**config.mk**
```make
export PLATFORM = sky130hd
export DESIGN_NAME = i2c_byte_master
export DESIGN_NICKNAME = d
export VERILOG_FILES = /design/src/rtl/i2c_byte_master.sv
export SDC_FILE = /design/constraint.sdc
export NUM_CORES = 1
export LEC_CHECK = 0
export BUFFER_PORTS_ARGS = -buffer_cell sky130_fd_sc_hd__buf_4
export CAP_MARGIN = 10
export CORE_MARGIN = 10
export CORE_UTILIZATION = 55
export CTS_BUF_LIST = sky130_fd_sc_hd__clkbuf_4 sky130_fd_sc_hd__clkbuf_8 sky130_fd_sc_hd__clkbuf_16
export CTS_CLUSTER_DIAMETER = 40
export DETAILED_ROUTE_END_ITERATION = 8
export GPL_ROUTABILITY_DRIVEN = 0
export GPL_TIMING_DRIVEN = 0
export HOLD_SLACK_MARGIN = 0.05
export PLACE_DENSITY = 0.77
export SLEW_MARGIN = 20
export SYNTH_ARGS = -nofsm -noshare
export SYNTH_HDL_FRONTEND = slang
export SYNTH_SLANG_ARGS = --single-unit
```
**constraint.sdc**
```tcl
create_clock -name clk -period 2.09 [get_ports clk]
set_input_delay 0.209 -clock clk [delete_from_list [all_inputs] [get_ports clk]]
set_output_delay 0.209 -clock clk [all_outputs]
set_load 0.01 [all_outputs]
```
**src/rtl/i2c_byte_master.sv**
```systemverilog
module i2c_byte_master (
  input  logic       clk,
  input  logic       rst_n,
  input  logic [2:0] reg_addr,
  input  logic       reg_wr,
  input  logic [7:0] reg_wdata,
  output logic [7:0] reg_rdata,
  output logic       irq_o,
  input  logic       scl_i,
  output logic       scl_oe,
  input  logic       sda_i,
  output logic       sda_oe
);
  localparam logic [2:0] PH_LAST = 3'd4;
  localparam logic [2:0] PH_SAMP = 3'd2;

  typedef enum logic [2:0] {S_IDLE, S_START, S_DATA, S_ACK, S_STOP} st_t;
  st_t st;

  logic [7:0]  pre_lo, pre_hi, txr, rxr, sr;
  logic        en, ien, c_sta, c_sto, c_rd, c_wr, c_nack;
  logic        irq_f, al_f, rxack, busy, hold_low, samp, scl_q, sda_q;
  logic [2:0]  phase, bitn;
  logic [15:0] cnt;

  wire [15:0] presc   = {pre_hi, pre_lo};
  wire        tip     = c_sta | c_sto | c_rd | c_wr;
  wire        tick    = (st != S_IDLE) && (cnt == 16'd0);
  wire        last_ph = tick && (phase == PH_LAST);
  wire        samp_ph = tick && (phase == PH_SAMP);
  wire        cmd_wr  = reg_wr && (reg_addr == 3'd4);
  wire        al_hit  = samp_ph && (st == S_DATA) && c_wr && sr[7] && !sda_i;
  wire        seen_start = scl_i && scl_q && sda_q && !sda_i;
  wire        seen_stop  = scl_i && scl_q && !sda_q && sda_i;
  wire        unused_wbits = ^reg_wdata[2:1];

  assign irq_o = irq_f & ien;

  always_comb begin
    case (reg_addr)
      3'd0:    reg_rdata = pre_lo;
      3'd1:    reg_rdata = pre_hi;
      3'd2:    reg_rdata = {en, ien, 6'b0};
      3'd3:    reg_rdata = rxr;
      3'd4:    reg_rdata = {rxack, busy, al_f, 3'b0, tip, irq_f};
      default: reg_rdata = 8'h00;
    endcase
  end

  always_comb begin
    scl_oe = 1'b0;
    sda_oe = 1'b0;
    case (st)
      S_IDLE:  scl_oe = hold_low;
      S_START: begin
        scl_oe = (phase == 3'd0 && hold_low) || phase == PH_LAST;
        sda_oe = phase >= 3'd2;
      end
      S_DATA: begin
        scl_oe = phase < 3'd2 || phase == PH_LAST;
        sda_oe = c_wr && !sr[7];
      end
      S_ACK: begin
        scl_oe = phase < 3'd2 || phase == PH_LAST;
        sda_oe = c_rd && !c_nack;
      end
      S_STOP: begin
        scl_oe = phase == 3'd0;
        sda_oe = phase < 3'd3;
      end
      default: ;
    endcase
  end

  always_ff @(posedge clk) begin
    if (!rst_n) begin
      pre_lo <= '0; pre_hi <= '0; txr <= '0; rxr <= '0; sr <= '0;
      en <= 1'b0; ien <= 1'b0;
      c_sta <= 1'b0; c_sto <= 1'b0; c_rd <= 1'b0; c_wr <= 1'b0; c_nack <= 1'b0;
      irq_f <= 1'b0; al_f <= 1'b0; rxack <= 1'b0; busy <= 1'b0;
      hold_low <= 1'b0; samp <= 1'b0; scl_q <= 1'b1; sda_q <= 1'b1;
      phase <= '0; bitn <= '0; cnt <= '0; st <= S_IDLE;
    end else begin
      scl_q <= scl_i;
      sda_q <= sda_i;
      if (seen_start) busy <= 1'b1;
      else if (seen_stop) busy <= 1'b0;

      if (reg_wr) begin
        case (reg_addr)
          3'd0: pre_lo <= reg_wdata;
          3'd1: pre_hi <= reg_wdata;
          3'd2: begin en <= reg_wdata[7]; ien <= reg_wdata[6]; end
          3'd3: txr <= reg_wdata;
          default: ;
        endcase
      end

      if (!en) begin
        st <= S_IDLE; phase <= '0; cnt <= presc; hold_low <= 1'b0; irq_f <= 1'b0;
        c_sta <= 1'b0; c_sto <= 1'b0; c_rd <= 1'b0; c_wr <= 1'b0;
      end else begin
        if (cmd_wr && reg_wdata[0]) irq_f <= 1'b0;
        if (cmd_wr && !tip) begin
          c_sta <= reg_wdata[7]; c_sto <= reg_wdata[6];
          c_rd  <= reg_wdata[5]; c_wr  <= reg_wdata[4]; c_nack <= reg_wdata[3];
          if (reg_wdata[7:4] != 4'd0) al_f <= 1'b0;
        end

        if (st == S_IDLE)  cnt <= presc;
        else if (tick) begin
          cnt <= presc;
          phase <= (phase == PH_LAST) ? 3'd0 : phase + 3'd1;
        end else cnt <= cnt - 16'd1;

        if (samp_ph) samp <= sda_i;

        case (st)
          S_IDLE: begin
            phase <= '0;
            if (c_sta) st <= S_START;
            else if (c_rd || c_wr) begin st <= S_DATA; sr <= txr; bitn <= '0; end
            else if (c_sto) st <= S_STOP;
          end
          S_START: if (last_ph) begin
            hold_low <= 1'b1;
            if (c_rd || c_wr) begin st <= S_DATA; sr <= txr; bitn <= '0; end
            else if (c_sto) st <= S_STOP;
            else begin
              st <= S_IDLE; irq_f <= 1'b1;
              c_sta <= 1'b0; c_sto <= 1'b0; c_rd <= 1'b0; c_wr <= 1'b0;
            end
          end
          S_DATA: begin
            if (al_hit) begin
              st <= S_IDLE; phase <= '0; hold_low <= 1'b0; al_f <= 1'b1; irq_f <= 1'b1;
              c_sta <= 1'b0; c_sto <= 1'b0; c_rd <= 1'b0; c_wr <= 1'b0;
            end else if (last_ph) begin
              sr <= {sr[6:0], samp};
              bitn <= bitn + 3'd1;
              if (bitn == 3'd7) begin
                st <= S_ACK;
                if (c_rd) rxr <= {sr[6:0], samp};
              end
            end
          end
          S_ACK: if (last_ph) begin
            if (c_wr) rxack <= samp;
            if (c_sto) st <= S_STOP;
            else begin
              st <= S_IDLE; irq_f <= 1'b1;
              c_sta <= 1'b0; c_sto <= 1'b0; c_rd <= 1'b0; c_wr <= 1'b0;
            end
          end
          S_STOP: if (last_ph) begin
            hold_low <= 1'b0; st <= S_IDLE; irq_f <= 1'b1;
            c_sta <= 1'b0; c_sto <= 1'b0; c_rd <= 1'b0; c_wr <= 1'b0;
          end
          default: st <= S_IDLE;
        endcase
      end
    end
  end

  assert_flag_at_end_R8: assert property (@(posedge clk) disable iff (!rst_n)
    $rose(irq_f) |-> ($past(tip) && !tip));

  assert_lost_releases_R9: assert property (@(posedge clk) disable iff (!rst_n)
    $rose(al_f) |-> (irq_f && !tip && !scl_oe && !sda_oe));

  assert_disable_idle_R10: assert property (@(posedge clk) disable iff (!rst_n)
    !en |=> (!tip && !scl_oe && !sda_oe));

  assert_busy_clear_scl_high_R11: assert property (@(posedge clk) disable iff (!rst_n)
    $fell(busy) |-> $past(scl_i));

  assert_sda_steady_R5: assert property (@(posedge clk) disable iff (!rst_n)
    (st == S_DATA && phase == 3'd3 && $past(st) == S_DATA) |-> $stable(sda_oe));
endmodule

```
Word level (Yosys, flattened, before mapping)
Cells that the tools add are included.
Cells by class
  add/subtract/negate cells: 3
  magnitude comparators: 3
  equality and inequality tests: 21
  multiplexer cells: 84
  bitwise logic cells: 5
  reductions and logical operators: 48
Operator list (count)
  two-way mux 3 bit: 19
  two-way mux 16 bit: 3
  two-way mux 1 bit: 44
  two-way mux 8 bit: 5
  case mux 8 bit (5 select lines): 1
  case mux 1 bit (4 select lines): 7
  case mux 8 bit (3 select lines): 1
  logical AND 1 bit: 18
  AND reduction 6 bit: 3
  logical NOT 16 bit: 1
  subtractor 16 x 1 -> 16 bit, second input constant: 1
  == test 3 x 2 -> 1 bit, second input constant: 5
  case mux 3 bit (5 select lines): 1
  != test 2 bit, second input constant: 7
  AND reduction 2 bit: 7
  == test 3 bit, second input constant: 4
  logical NOT 3 bit: 3
  case mux 3 bit (3 select lines): 1
  nonzero test 3 bit: 3
  AND reduction 4 bit: 2
  adder 3 x 1 -> 3 bit, second input constant: 2
  == test 3 x 1 -> 1 bit, second input constant: 2
  less-than comparator 3 x 2 -> 1 bit, second input constant: 2
  case mux 3 bit (2 select lines): 1
  13 further kinds: 21
Word-level totals
  register bits after elaboration: 80
  input port bits: 16
  output and inout bits: 11
  logic and storage cells: 188

Longest topological paths before layout
Gate-level depths: netlist of the first run.
  word-level depth: 10
  mapped depth: 9
  gate-level depth less buffers: 8

Worst setup path after synthesis of the first run
OpenSTA, ideal clock, no wires.
  kind: reg2reg
  start: register cnt[7]
  end: register c_rd
  setup time: 131 ps
  arrival: 2033 ps
  required time: 1959 ps
  path slack: -74 ps
  cell stages (with the launch flop): 7
  buffers on the path: 0
  period minus slack after synthesis: 2164 ps
  cells stage by stage: dfxtp_1 or3_4 nor4b_2 nand3_2 o31a_1 o41ai_2 nor2_1
Between the ends
  longest elaborated chain between the ends: 9
  elaborated cells on any way between the ends: 13
  classes of those cells: 5 x mux; 8 x reduce/logical
Ends and longest elaborated chain
  start: declaration: line 24  | logic [15:0] cnt;
  start signal: assignment: line 110  | if (st == S_IDLE) cnt <= presc;
  start signal: assignment: line 112  | cnt <= presc;
  start signal: assignment: line 114  | end else cnt <= cnt - 16'd1;
  logical NOT 16 bit (*): line 28  | wire tick = (st != S_IDLE) && (cnt == 16'd0);
  logical AND 1 bit (*): line 28
  logical AND 1 bit: line 30  | wire samp_ph = tick && (phase == PH_SAMP);
  logical AND 1 bit (4 in series): line 32  | wire al_hit = samp_ph && (st == S_DATA) && c_wr && sr[7] && !sda_i;
  two-way mux 1 bit: line 135  | if (al_hit) begin
  case mux 1 bit (4 select lines) (*): line 118  | case (st)
  end signal: assignment: line 106  | c_rd <= reg_wdata[5]; c_wr <= reg_wdata[4]; c_nack <= reg_wdata[3];
  end: declaration: line 21  | logic en, ien, c_sta, c_sto, c_rd, c_wr, c_nack;
Every way passes the cells marked *; elsewhere a longest branch is shown, timed or not.
A chain may end at the register's enable or synchronous reset.

Worst setup path after layout of the first run
  start: register cnt[9]
  end: register c_sta
Between the ends
  longest elaborated chain between the ends: 9
  elaborated cells on any way between the ends: 13
  classes of those cells: 5 x mux; 8 x reduce/logical
Ends and longest elaborated chain
  logical NOT 16 bit (*): line 28
  logical AND 1 bit (*): line 28
  logical AND 1 bit: line 30
  logical AND 1 bit (4 in series): line 32
  two-way mux 1 bit: line 135
  case mux 1 bit (4 select lines) (*): line 118
  end signal: assignment: line 105  | c_sta <= reg_wdata[7]; c_sto <= reg_wdata[6];
  end: declaration: line 21
Marks and branches as above.

==> impl_metrics.ini, run 1 <==
[timing]
relSlewSlack_pct = 36.1
setup_violations = 18
clock_skew_ns = 0.0145
rsz0062_at_grt = yes
fmax_ghz = 0.458
hold_violations = 0
fin_crit_ns = 2.19
tightestPinTransition_ns = 0.952
maxSlewViolCount = 0
min_period_over_period_pct = 105
fin_ws_ns = -0.0953
fin_setup_tns_ns = -0.910

[synthesis]
syn-num-nets = 526
syn-instance-count = 503
ys.flop_type = dfxtp_1
synthTopCellsByArea = dfxtp_1, nand2_1, mux2i_1, o211a_1, a21boi_0
seq_area_frac_synth_pct = 38.0
ys_ff_latch = 80
ys_types = 58
syn-mean-instance-area_um2 = 8.37
synth-async-reset-ratio_pct = 0
synth-edff-count = 0
ys.warnings.count = 0
synth_area_mm2 = 0.00421
synth_top_area_cell = dfxtp_1
synth_top_area_share_pct = 38.0

[critical_path]
crit_required_ns = 2.33
r2r_start = cnt[9]
worstSetupPathType = reg2reg
start_kind = flip-flop
path_max_fanout = 4
startpoint = cnt[9]
worstPathArrival_ns = 2.43
critPathCaptureType = flip-flop

[floorplanning]
chipWidth_um = 108
placeableCoreArea_mm2 = 0.00733
dieArea_mm2 = 0.0116
initial_core_util_pct = 57.5
fp-row-count = 31
ios = 27
die_h_um = 108

[pwr]
p_clk_share_pct = 40.0
leakagePower_nw = 2.16
pwr-share-seq_pct = 52.2
p_comb_share_pct = 7.8
swShare_pct = 26.3
p_int_mw = 2.20
powerDensity_mw_per_mm2 = 579
power.total_mw = 2.99
switching_power_mw = 0.784
peakVddDrop_uv = 482

[detailed_routing]
firstDrtPassIters = 5
wl_per_cell_um = 18.2
drc = 0
vias = 3913
vias_per_cell = 5.90
ant_nets = 0
dr.first_iter.drc_count = 265
wirelength_um = 12000

[clocking]
h-tree-depth = 3
clock_latency_ns = 0.36
cts.path.max_buffers = 2
cts_inserted_buffers = 9
cts.sinks = 80
cts_tree = done
path_clk_slew_ns = 0.10
cts-root-buf = clkbuf_8

[min_path]
min_from = sda_i
hold_path_class = in2reg

[flow_run]
maxCapViolations = 0

[cells_and_area]
antenna_cells = 0
multi_input_area_mm2 = 0.00267
final_util_pct = 70.3
final_cell_mix = nand2_1, dfxtp_1, buf_4
regArea_mm2 = 0.00162
syn_to_final_growth_pct = 22.4
drive_gt1_share_pct = 23.4
nFillCells = 536
final_common_cell = nand2_1
layout.nets = 582

[global_route]
antenna_found_initial = 0
grt_pass1_vias = 3829
track_usage_pct = 20.6
grt_max_degree = 16
grt_pass1_wl_um = 19100
grt_overflow = 0

[placement]
hpwl_um = 8240
port_buffers = 23
post-place-ws_ns = -0.506

[run_status]
violations = negative setup slack
status = complete, but fails checks
## registers in the layout, summed over array words and instances, names as in the netlist, 3 cells and up
register,cells
pre_hi,8
pre_lo,8
sr,8
st,3
rxr,8
cnt,16
txr,8
phase,3
bitn,3
## layer usage
metal | vias up | global-route usage [%] | share of wire [%]
li1 | 1864 | - | -
met1 | 1860 | 26.0 | 44
met2 | 164 | 32.9 | 46
met3 | 25 | 4.31 | 6.8
met4 | 0 | 9.73 | 3.3
met5 | - | 0 | 0
## cell type report
| class | count | share of cell area (%) |
|---|---|---|
| repair buffers | 47 | 7.30 |
| clock inverters | 7 | 1.53 |
| flip-flops and latches | 80 | 31.3 |
| clock buffers | 9 | 2.40 |
| multi-input cells | 385 | 51.8 |
| well taps | 99 | 2.40 |
| plain buffers | 27 | 2.60 |
| inverters | 9 | 0.655 |
## Yosys cell counts (2+ instances only)
master    instances
nand2_1          98
dfxtp_1          80
nor2_1           36
a21oi_1          29
mux2i_1          29
a21boi_0         25
clkbuf_1         25
o211a_1          20
nor2b_1          16
o21ai_0          15
nor3_1           12
inv_1             9
nand2b_1          9
xnor2_1           9
and2_1            8
ha_1              7
nand3b_1          6
nand3_1           5
nor3b_1           5
xor2_1            5
nor4_1            4
nand4_1           3
nand4b_1          3
o21ai_1           3
o22ai_1           3
a211oi_1          2
a31oi_1           2
a32oi_1           2
buf_6             2
o21a_1            2
o31ai_1           2
## worst paths after layout
path	end	slack, ns	cells after the start
setup reg to reg	c_sta	-0.1	8
setup / recovery	c_sta	-0.1	8
hold / removal	sda_q	0.07	2
hold reg to reg	bitn[2]	0.46	2
## power by group through the flow
stage | combinational (mW) | clock (mW) | sequential (mW)
floorplan | 0.135 | 0 | 1.59
CTS | 0.221 | 1.20 | 1.56
detailed placement | 0.208 | 0 | 1.59
global placement | 0.204 | 0 | 1.59
finish | 0.234 | 1.19 | 1.56
global route | 0.254 | 1.26 | 1.56
## kinds of logic (layout without fill, tap and decap cells)
| kind of cell | Yosys count | count (layout) | share of synthesized area [%] |
|---|---|---|---|
| AOI/OAI and AO/OA | 116 | 116 | 19.9 |
| xor gates and xnor gates | 14 | 14 | 2.91 |
| and+or+nand+nor | 218 | 218 | 25.8 |
| muxes | 30 | 30 | 7.43 |
| DFF | 80 | 80 | 38.0 |
| adders and majority gates | 7 | 7 | 2.08 |
| buffers and inverters | 38 | 99 | 3.77 |
## what timing repair did
action | CTS | global route
hold buffers | 1 | 0
buffers inserted | 16 | 5
gates cloned | 1 | 1
pin swaps | 13 | 12
endpoints found under the hold margin | 1 | 0
resized for setup | 41 | 39
endpoints found under the setup margin | 51 | 60
## per-stage QoR
step           std cells  hold WS (ns)  cell area [µm²]
2_1_floorplan        503         0.310             4220
6_report             663        0.0709             5160
3_3_place_gp         625         0.412             4520
5_1_grt              663        0.0872             5160
4_1_cts              657        0.0618             4980
3_5_place_dp         625         0.419             4520
## worst max-delay path, cell delays in order, from the launching register on
cell     delay [ns]
dfxtp_2        0.33
or3_4          0.40
buf_6          0.14
nor4b_4        0.32
nand3_2        0.12
o31a_1         0.26
o41ai_2        0.30
buf_4          0.18
nor2_1         0.04
Note: power is estimated with default switching activity, not from simulation.
==> run 2: changes to the inputs <==
--- a/config.mk
+++ b/config.mk
@@ -7,15 +7,17 @@
 export LEC_CHECK = 0
 export BUFFER_PORTS_ARGS = -buffer_cell sky130_fd_sc_hd__buf_4
 export CAP_MARGIN = 10
+export CELL_PAD_IN_SITES_DETAIL_PLACEMENT = 1
+export CELL_PAD_IN_SITES_GLOBAL_PLACEMENT = 2
 export CORE_MARGIN = 10
-export CORE_UTILIZATION = 55
+export CORE_UTILIZATION = 33
 export CTS_BUF_LIST = sky130_fd_sc_hd__clkbuf_4 sky130_fd_sc_hd__clkbuf_8 sky130_fd_sc_hd__clkbuf_16
 export CTS_CLUSTER_DIAMETER = 40
 export DETAILED_ROUTE_END_ITERATION = 8
 export GPL_ROUTABILITY_DRIVEN = 0
 export GPL_TIMING_DRIVEN = 0
 export HOLD_SLACK_MARGIN = 0.05
-export PLACE_DENSITY = 0.77
+export PLACE_DENSITY = 0.76
 export SLEW_MARGIN = 20
 export SYNTH_ARGS = -nofsm -noshare
 export SYNTH_HDL_FRONTEND = slang
==> impl_metrics.ini, run 2 (synthesis gave the netlist of run 1 again) <==
[timing]
relSlewSlack_pct = 32.8
hold_violations = 0
tightestPinTransition_ns = 1.01
rsz0062_at_grt = yes
setup_violations = 18
fmax_ghz = 0.458
clock_skew_ns = 0.00621
fin_crit_ns = 2.18
fin_ws_ns = -0.0921
fin_setup_tns_ns = -1.05
maxSlewViolCount = 0
min_period_over_period_pct = 104

[clocking]
cts.path.max_buffers = 2
cts-root-buf = clkbuf_16
clock_latency_ns = 0.35
h-tree-depth = 3
cts_hold_buffers = 0
cts_inserted_buffers = 9
cts_tree = done
cts.sinks = 80
path_clk_slew_ns = 0.06

[cells_and_area]
final_cell_mix = nand2_1, dfxtp_1, buf_4
fin_cells = 729
largest_reg_flops = 16
syn_to_final_growth_pct = 28.0
final_common_cell = nand2_1
drive_gt1_share_pct = 23.9
largest-register = cnt
layout.nets = 575
antenna_cells = 0

[run_status]
status = complete, but fails checks
violations = negative setup slack

[detailed_routing]
vias_per_cell = 5.27
drc = 0
vias = 3839
dr.first_iter.drc_count = 194
ant_nets = 0
firstDrtPassIters = 4
wirelength_um = 14100
wl_per_cell_um = 19.4

[critical_path]
critPathCaptureType = flip-flop
crit_required_ns = 2.33
path_max_fanout = 5
rr_worst_depth = 7
worstSetupPathType = reg2reg
worstPathArrival_ns = 2.42
start_kind = flip-flop

[floorplanning]
chipWidth_um = 133
dieArea_mm2 = 0.0177
die_h_um = 133
fp-row-count = 41
ios = 27
placeableCoreArea_mm2 = 0.0126
initial_core_util_pct = 33.5

[global_route]
grt_overflow = 0
busiest_layer = met2
grtUsageMet3_pct = 2.46
grtUsageMet2_pct = 25.9
grt_pass1_wl_um = 22200
track_usage_pct = 15.9
grt_max_degree = 14
antenna_found_initial = 0
met1_usage_pct = 19.8
grt_pass1_vias = 4011

[placement]
port_buffers = 23
dp_cells = 698
hpwl_um = 10200

[min_path]
hold_path_class = in2reg
hold_depth = 2

[pwr]
leakagePower_nw = 2.20
peakVddDrop_uv = 480
powerDensity_mw_per_mm2 = 636

[flow_run]
maxCapViolations = 0
## run 2: cell count changes in the layout (fill, tap and decap cells not counted), sizes merged
cell         before  now
buf              52   48
clkinv            1    3
clkinvlp          3    1
inv              11    9
dlygate4sd3       1    0
## run 2: repair_timing
action	4_1_cts	5_1_grt
resized for setup	47	54
endpoints found under the setup margin	52	54
buffers inserted	10	3
pin swaps	10	11
cloned	1	4
hold endpoints to repair	0	0
## run 2: critical path, stage by stage, from the launching register on
cell and delay [ns]:
dfxtp_2 0.34, or3_4 0.41, or4b_4 0.55, a2111oi_4 0.22, o21a_4 0.23, buf_6 0.15, nand2_2 0.04, o211a_1 0.12
## run 2: through the flow
stage	cell area (µm²)	utilization, %	setup slack, ns	hold WS, ns	total power, mW
floorplan	4220	-	-0.0615	0.310	1.72
global placement	4610	36.7	-0.655	0.413	1.81
detailed placement	4610	36.7	-0.699	0.423	1.82
CTS	5150	41.0	-0.119	0.0568	3.46
global route	5390	42.9	-0.166	0.0647	3.55
finish	5390	42.9	-0.0921	0.0660	3.43
## run 2: worst paths after layout
kind | slack [ns] | from | endpoint
worst min register to register | 0.46 | bitn[1] | bitn[1]
worst max-delay path | -0.09 | cnt[7] | sr[5]
worst max register to register | -0.09 | cnt[7] | sr[5]
worst min-delay path | 0.07 | scl_i | scl_q
## run 2: area by class of cell
class,count,area [µm²]
inverter,9,33.8
timing repair buffer,41,354
clock inverter,5,56.3
sequential,80,1610
fill,1480,7180
buffer,26,159
clock buffer,11,246
tap,172,215
multi-input combinational,385,2710
## run 2: where the power goes
group	total, mW	internal (mW)	switching, mW
sequential	1.56	1.54	0.0184
clock	1.63	0.969	0.659
combinational	0.237	0.0947	0.142
total	3.43	2.61	0.820
## run 2: routing by layer
| layer | wire (µm) | up-vias |
|---|---|---|
| met4 | 425 | 0 |
| met2 | 6740 | 50 |
| met1 | 6650 | 1898 |
| li1 | - | 1865 |
| met3 | 301 | 26 |
| met5 | 0 | - |
